--- src/rtl/xbus_strobe_pkg.sv ---
package xbus_strobe_pkg;

  typedef enum logic [1:0] {
    PM_RUN      = 2'b00,
    PM_IDLE     = 2'b01,
    PM_HALT     = 2'b10,
    PM_HALT_ALT = 2'b11
  } pwr_mode_e;

  // Per-machine-cycle control, captured once at the cycle boundary.
  typedef struct packed {
    logic      ext_code;
    logic      xdata;
    logic      ale_gate;
    pwr_mode_e mode;
  } cyc_flags_t;

  // Two address pulses (and two read windows) per machine cycle.
  localparam int N_PULSE_SLOTS = 2;

endpackage

--- src/rtl/xbus_timebase.sv ---
module xbus_timebase #(
  parameter int N_STATES      = 6,
  parameter int CLK_PER_STATE = 2,
  localparam int ST_W = $clog2(N_STATES),
  localparam int PH_W = $clog2(CLK_PER_STATE)
) (
  input  logic            clk,
  input  logic            rst,
  output logic [ST_W-1:0] st_q,
  output logic [ST_W-1:0] st_d,
  output logic [PH_W-1:0] ph_q,
  output logic [PH_W-1:0] ph_d,
  output logic            cyc_end
);

  localparam logic [ST_W-1:0] ST_LAST = ST_W'(N_STATES - 1);
  localparam logic [PH_W-1:0] PH_LAST = PH_W'(CLK_PER_STATE - 1);

  always_comb begin
    cyc_end = (st_q == ST_LAST) && (ph_q == PH_LAST);
    if (ph_q == PH_LAST) begin
      ph_d = '0;
      st_d = (st_q == ST_LAST) ? '0 : st_q + 1'b1;
    end else begin
      ph_d = ph_q + 1'b1;
      st_d = st_q;
    end
  end

  // Reset parks on the last phase so the first live edge opens a cycle.
  always_ff @(posedge clk) begin
    if (rst) begin
      st_q <= ST_LAST;
      ph_q <= PH_LAST;
    end else begin
      st_q <= st_d;
      ph_q <= ph_d;
    end
  end

endmodule

--- src/rtl/xbus_cycle_latch.sv ---
module xbus_cycle_latch
  import xbus_strobe_pkg::*;
(
  input  logic       clk,
  input  logic       rst,
  input  logic       load,
  input  cyc_flags_t flags_in,
  output cyc_flags_t flags_q,
  output cyc_flags_t flags_nxt
);

  // Hold for the whole machine cycle; refresh only at its boundary.
  always_comb flags_nxt = load ? flags_in : flags_q;

  always_ff @(posedge clk) begin
    if (rst) flags_q <= '0;
    else     flags_q <= flags_nxt;
  end

endmodule

--- src/rtl/xbus_strobe_decode.sv ---
module xbus_strobe_decode
  import xbus_strobe_pkg::*;
#(
  parameter int N_STATES      = 6,
  parameter int CLK_PER_STATE = 2,
  parameter int SLOT_GAP      = 3,
  localparam int ST_W = $clog2(N_STATES),
  localparam int PH_W = $clog2(CLK_PER_STATE)
) (
  input  logic [ST_W-1:0] st,
  input  logic [PH_W-1:0] ph,
  input  cyc_flags_t      fl,
  output logic            ale,
  output logic            psen_n
);

  logic [N_PULSE_SLOTS-1:0] ale_hit;
  logic [N_PULSE_SLOTS-1:0] ale_keep;
  logic [N_PULSE_SLOTS-1:0] rd_hit;

  for (genvar k = 0; k < N_PULSE_SLOTS; k++) begin : g_slot
    localparam logic [ST_W-1:0] S_ALE = ST_W'(k * SLOT_GAP);
    localparam logic [ST_W-1:0] S_RD0 = ST_W'(k * SLOT_GAP + 1);
    localparam logic [ST_W-1:0] S_RD1 = ST_W'(k * SLOT_GAP + 2);

    // Address strobe owns a whole state; the read window opens one phase
    // after it falls and runs to the end of the following state.
    assign ale_hit[k] = (st == S_ALE);
    assign rd_hit[k]  = ((st == S_RD0) && (ph != '0)) || (st == S_RD1);

    if (k == 0) begin : g_lead
      // Leading pulse carries the data address, so it survives gating.
      assign ale_keep[k] = !fl.ale_gate || fl.xdata;
    end else begin : g_trail
      assign ale_keep[k] = !fl.ale_gate && !fl.xdata;
    end
  end

  always_comb begin
    unique case (fl.mode)
      PM_IDLE: begin
        ale    = 1'b1;
        psen_n = 1'b1;
      end
      PM_HALT, PM_HALT_ALT: begin
        ale    = 1'b0;
        psen_n = 1'b0;
      end
      default: begin
        ale    = |(ale_hit & ale_keep);
        psen_n = !(fl.ext_code && !fl.xdata && (|rd_hit));
      end
    endcase
  end

endmodule

--- src/rtl/xbus_strobe_seq.sv ---
module xbus_strobe_seq
  import xbus_strobe_pkg::*;
#(
  parameter int N_STATES      = 6,
  parameter int CLK_PER_STATE = 2,
  localparam int ST_W = $clog2(N_STATES),
  localparam int PH_W = $clog2(CLK_PER_STATE)
) (
  input  logic            clk,
  input  logic            rst,
  input  logic            ext_code_i,
  input  logic            xdata_cyc_i,
  input  logic            ale_gate_i,
  input  logic [1:0]      pwr_mode_i,
  output logic            ale_o,
  output logic            psen_n_o,
  output logic [ST_W-1:0] state_idx_o,
  output logic [PH_W-1:0] phase_idx_o
);

  localparam int SLOT_GAP = N_STATES / N_PULSE_SLOTS;

  logic [ST_W-1:0] st_q, st_d;
  logic [PH_W-1:0] ph_q, ph_d;
  logic            cyc_end;
  cyc_flags_t      flags_in, flags_q, flags_nxt;
  logic            ale_d, psen_n_d;
  logic            ale_q, psen_n_q;

  xbus_timebase #(
    .N_STATES      (N_STATES),
    .CLK_PER_STATE (CLK_PER_STATE)
  ) u_time (
    .clk     (clk),
    .rst     (rst),
    .st_q    (st_q),
    .st_d    (st_d),
    .ph_q    (ph_q),
    .ph_d    (ph_d),
    .cyc_end (cyc_end)
  );

  always_comb begin
    flags_in.ext_code = ext_code_i;
    flags_in.xdata    = xdata_cyc_i;
    flags_in.ale_gate = ale_gate_i;
    flags_in.mode     = pwr_mode_e'(pwr_mode_i);
  end

  xbus_cycle_latch u_flags (
    .clk       (clk),
    .rst       (rst),
    .load      (cyc_end),
    .flags_in  (flags_in),
    .flags_q   (flags_q),
    .flags_nxt (flags_nxt)
  );

  // Decode from next-state values so the registered strobes line up with
  // the registered state/phase index in the same clock.
  xbus_strobe_decode #(
    .N_STATES      (N_STATES),
    .CLK_PER_STATE (CLK_PER_STATE),
    .SLOT_GAP      (SLOT_GAP)
  ) u_dec (
    .st     (st_d),
    .ph     (ph_d),
    .fl     (flags_nxt),
    .ale    (ale_d),
    .psen_n (psen_n_d)
  );

  always_ff @(posedge clk) begin
    if (rst) begin
      ale_q    <= 1'b0;
      psen_n_q <= 1'b1;
    end else begin
      ale_q    <= ale_d;
      psen_n_q <= psen_n_d;
    end
  end

  assign ale_o       = ale_q;
  assign psen_n_o    = psen_n_q;
  assign state_idx_o = st_q;
  assign phase_idx_o = ph_q;

endmodule

--- config.mk ---
export PLATFORM = sky130hd
export DESIGN_NAME = xbus_strobe_seq
export DESIGN_NICKNAME = d
export VERILOG_FILES = /design/src/rtl/xbus_strobe_pkg.sv /design/src/rtl/xbus_timebase.sv /design/src/rtl/xbus_cycle_latch.sv /design/src/rtl/xbus_strobe_decode.sv /design/src/rtl/xbus_strobe_seq.sv
export SDC_FILE = /design/constraint.sdc
export NUM_CORES = 1
export LEC_CHECK = 0
export BUFFER_PORTS_ARGS = -buffer_cell sky130_fd_sc_hd__buf_2
export CAP_MARGIN = 25
export CELL_PAD_IN_SITES_DETAIL_PLACEMENT = 0
export CELL_PAD_IN_SITES_GLOBAL_PLACEMENT = 1
export CORE_UTILIZATION = 38
export CTS_CLUSTER_DIAMETER = 100
export CTS_CLUSTER_SIZE = 12
export DETAILED_ROUTE_END_ITERATION = 7
export PLACE_DENSITY_LB_ADDON = 0.12
export SYNTH_ARGS = -nofsm -noshare
export SYNTH_HDL_FRONTEND = slang
export SYNTH_SLANG_ARGS = --single-unit
--- constraint.sdc ---
create_clock -name clk -period 1.8 [get_ports clk]
set_input_delay 0.09 -clock clk [delete_from_list [all_inputs] [get_ports clk]]
set_output_delay 0.09 -clock clk [all_outputs]
set_load 0.03 [all_outputs]
==> run summary <==
register area share after synthesis = 0.413
flop-to-flop setup slack = 0.30 ns
Tightest Pin Transition = 0.404 ns
WP buf/inv = 0
Critical Path Max Stage Delay = 0.57 ns
worst-skew pair later-pin latency = 0.27 ns
Rel. slew slack = 0.730
Die Area = 1560 um2
Sw Ratio = 0.317
commonest cells after routing, fill and taps aside = buf_2 (12), dfxtp_1 (11), mux2i_1 (6), nor2_1 (6), clkbuf_4 (3)
RR Endpoint = psen_n_o
initial core utilization = 0.410
Synth area leaders = dfxtp_1 (41%), mux2i_1 (11%), buf_6 (6.3%)
Filler cells = 132
Total Routing Usage GR = 0.155
Final Skew = 0.00593 ns
critical-path cell list = nand4b_4 -> mux2_4 -> nor2b_4 -> a41oi_2
worst r2r path cells = 4
TNS Setup = 0 ns
CTS max path bufs = 2
fmax = 0.665 GHz
Top FF cell, synth = dfxtp_1
Vias/cell = 5.11
commonest non-fill, non-tap cell in the layout = buf_2
starting DRC count in detailed routing = 3
Reg power frac = 0.482
Synth Instances = 47
Die X = 39.5 um
Startpoint Class = flip-flop
Max IR drop VDD = 0.456 mV
# diodes = 0
layout cell share with drive strength beyond 1 = 0.373
combinational power share = 0.247
FP Rows = 13
clock network power share = 0.271
hold buffer count at cts = 0
Cell variety after synth = 24
Crit path required time = 2.00 ns
Num Clock Sinks = 11
number of remaining DRC errors = 0
Routed WL per cell = 13.2 um
number of CTS-inserted buffers = 3
Placeable Area = 1300 um2
post-CTS resize count = 0
reg2reg start = u_time.st_q[2]
pin count of the biggest net entering global routing = 11
post-CTS setup buffers = 0
I/O pin cnt = 13
drt first pass iters = 4
ratio of final minimum period to clock period = 0.835
Final setup viols = 0
PortBufs = 12
Syn. warnings = 0
hpwl dp = 734 um
final hold vios = 0
Syn Nets = 54
first-pass GRT wire length = 1510 um
crit-path max FO = 10
final core occ = 0.459
Hold Path Class = in2reg
Int Power = 425 uW
GPL Wtd Cong = 0.636
Routed Antenna Nets = 0
EDFF count, synth = 0
Seq cells post-synth = 11
DRT Wirelength = 977 um
Worst setup EP type = flip-flop
number of global-route vias before repair = 354
Pwr Density = 1040 nW/um2
cell area after synthesis = 533 um2
RSZ-0062 raised after global routing = no
GRT overflow = 0
Psw = 198 uW
initial antenna violation count = 0
post-synth top area cell = dfxtp_1
outcome = finished, final reports clean
max cap viols = 0
CTS tree = yes
Root Driver = clkbuf_4
P_leak = 0.000265 uW
Layout Nets = 67
Synth top area share = 0.413
CP max stage cell = dfxtp_1
Synth Area per Inst = 11.3 um2
ys async rst share = 0
P&R area growth vs syn = 12.0%
H-tree levels = 1
Reg clk slew, reported paths = 0.07 ns
Hold EP = u_flags.flags_q[2]
hold path startpoint = ale_gate_i
Max Slew Vio Count = 0
critical path's top delay family = flip-flops
die height = 39.5 um
cell depth of the worst hold path = 3
CP Class = reg2reg
via count = 378
minimum clock period = 1.50 ns
CP arrival = 1.70 ns
==> area by class of cell <==
cell class	count	area [um2]	area share
well taps	15	18.8	0.0314
inverters	1	3.75	0.00629
flip-flops and latches	11	220	0.369
repair buffers	12	60.1	0.101
clock buffers	4	26.3	0.0440
multi-input cells	31	268	0.449
==> cells by family (layout without fill, tap and decap cells) <==
logic type / Yosys count / in the layout / synth area share
flip-flops: 11 / 11 / 0.413
AND/OR/NAND/NOR: 17 / 17 / 0.239
multiplexers: 7 / 7 / 0.141
buffers and inverters: 5 / 17 / 0.0845
AO/OA/AOI/OAI: 6 / 6 / 0.106
XOR/XNOR: 1 / 1 / 0.0164
==> power by group through the flow <==
stage	Clock, uW	Sequential [uW]	Combinational (uW)
floorplan	0	319	117
global placement	0	303	151
detailed placement	0	306	156
CTS	177	300	156
global route	184	305	168
finish	168	300	154
==> synth_stat cells (all sizes together), types with 2 or more instances <==
| library cell | instances |
|---|---|
| dfxtp | 11 |
| nor2 | 6 |
| mux2i | 6 |
| buf | 4 |
| nand2b | 2 |
==> per-stage QoR <==
stage / hold slack [ns] / cell area, um2 / std cells / total power, uW / worst slack (ns)
after global placement: 0.335 / 571 / 70 / 454 / 0.368
after floorplan: 0.234 / 533 / 47 / 437 / 0.286
after detailed placement: 0.353 / 571 / 70 / 462 / 0.273
after global routing: 0.0776 / 597 / 74 / 657 / 0.194
final: 0.0663 / 597 / 74 / 623 / 0.296
after CTS: 0.0611 / 597 / 74 / 634 / 0.281
==> worst max path at each step <==
stage                         startpoint  cells after the start  endpoint  slack, ns
after detailed placement  u_time.st_q[2]                      4  psen_n_o       0.27
final                     u_time.st_q[2]                      4  psen_n_o       0.30
after global routing      u_time.st_q[2]                      4  psen_n_o       0.19
after floorplan              u_time.ph_q                      5  psen_n_o       0.29
after global placement    u_time.st_q[2]                      4  psen_n_o       0.37
after CTS                 u_time.st_q[2]                      4  psen_n_o       0.28
==> flip-flops by register name, summed over array words and instances, names as in the netlist <==
signal	flops
ale_o	1
u_time.ph_q	1
u_flags.flags_q	5
psen_n_o	1
u_time.st_q	3
==> per-layer routing <==
metal / up-vias / track usage / wire [um]
met5: - / 0 / 0
met4: 0 / 0.129 / 7
met3: 2 / 0.0341 / 39
met2: 10 / 0.250 / 493
met1: 176 / 0.168 / 437
li1: 190 / - / -
==> worst reg2reg max path, cell delays in order (launching register included) <==
cell and delay [ns]:
dfxtp_1 0.57, nand4b_4 0.24, mux2_4 0.36, nor2b_4 0.13, a41oi_2 0.14
Power figures use the tool's default switching activity.
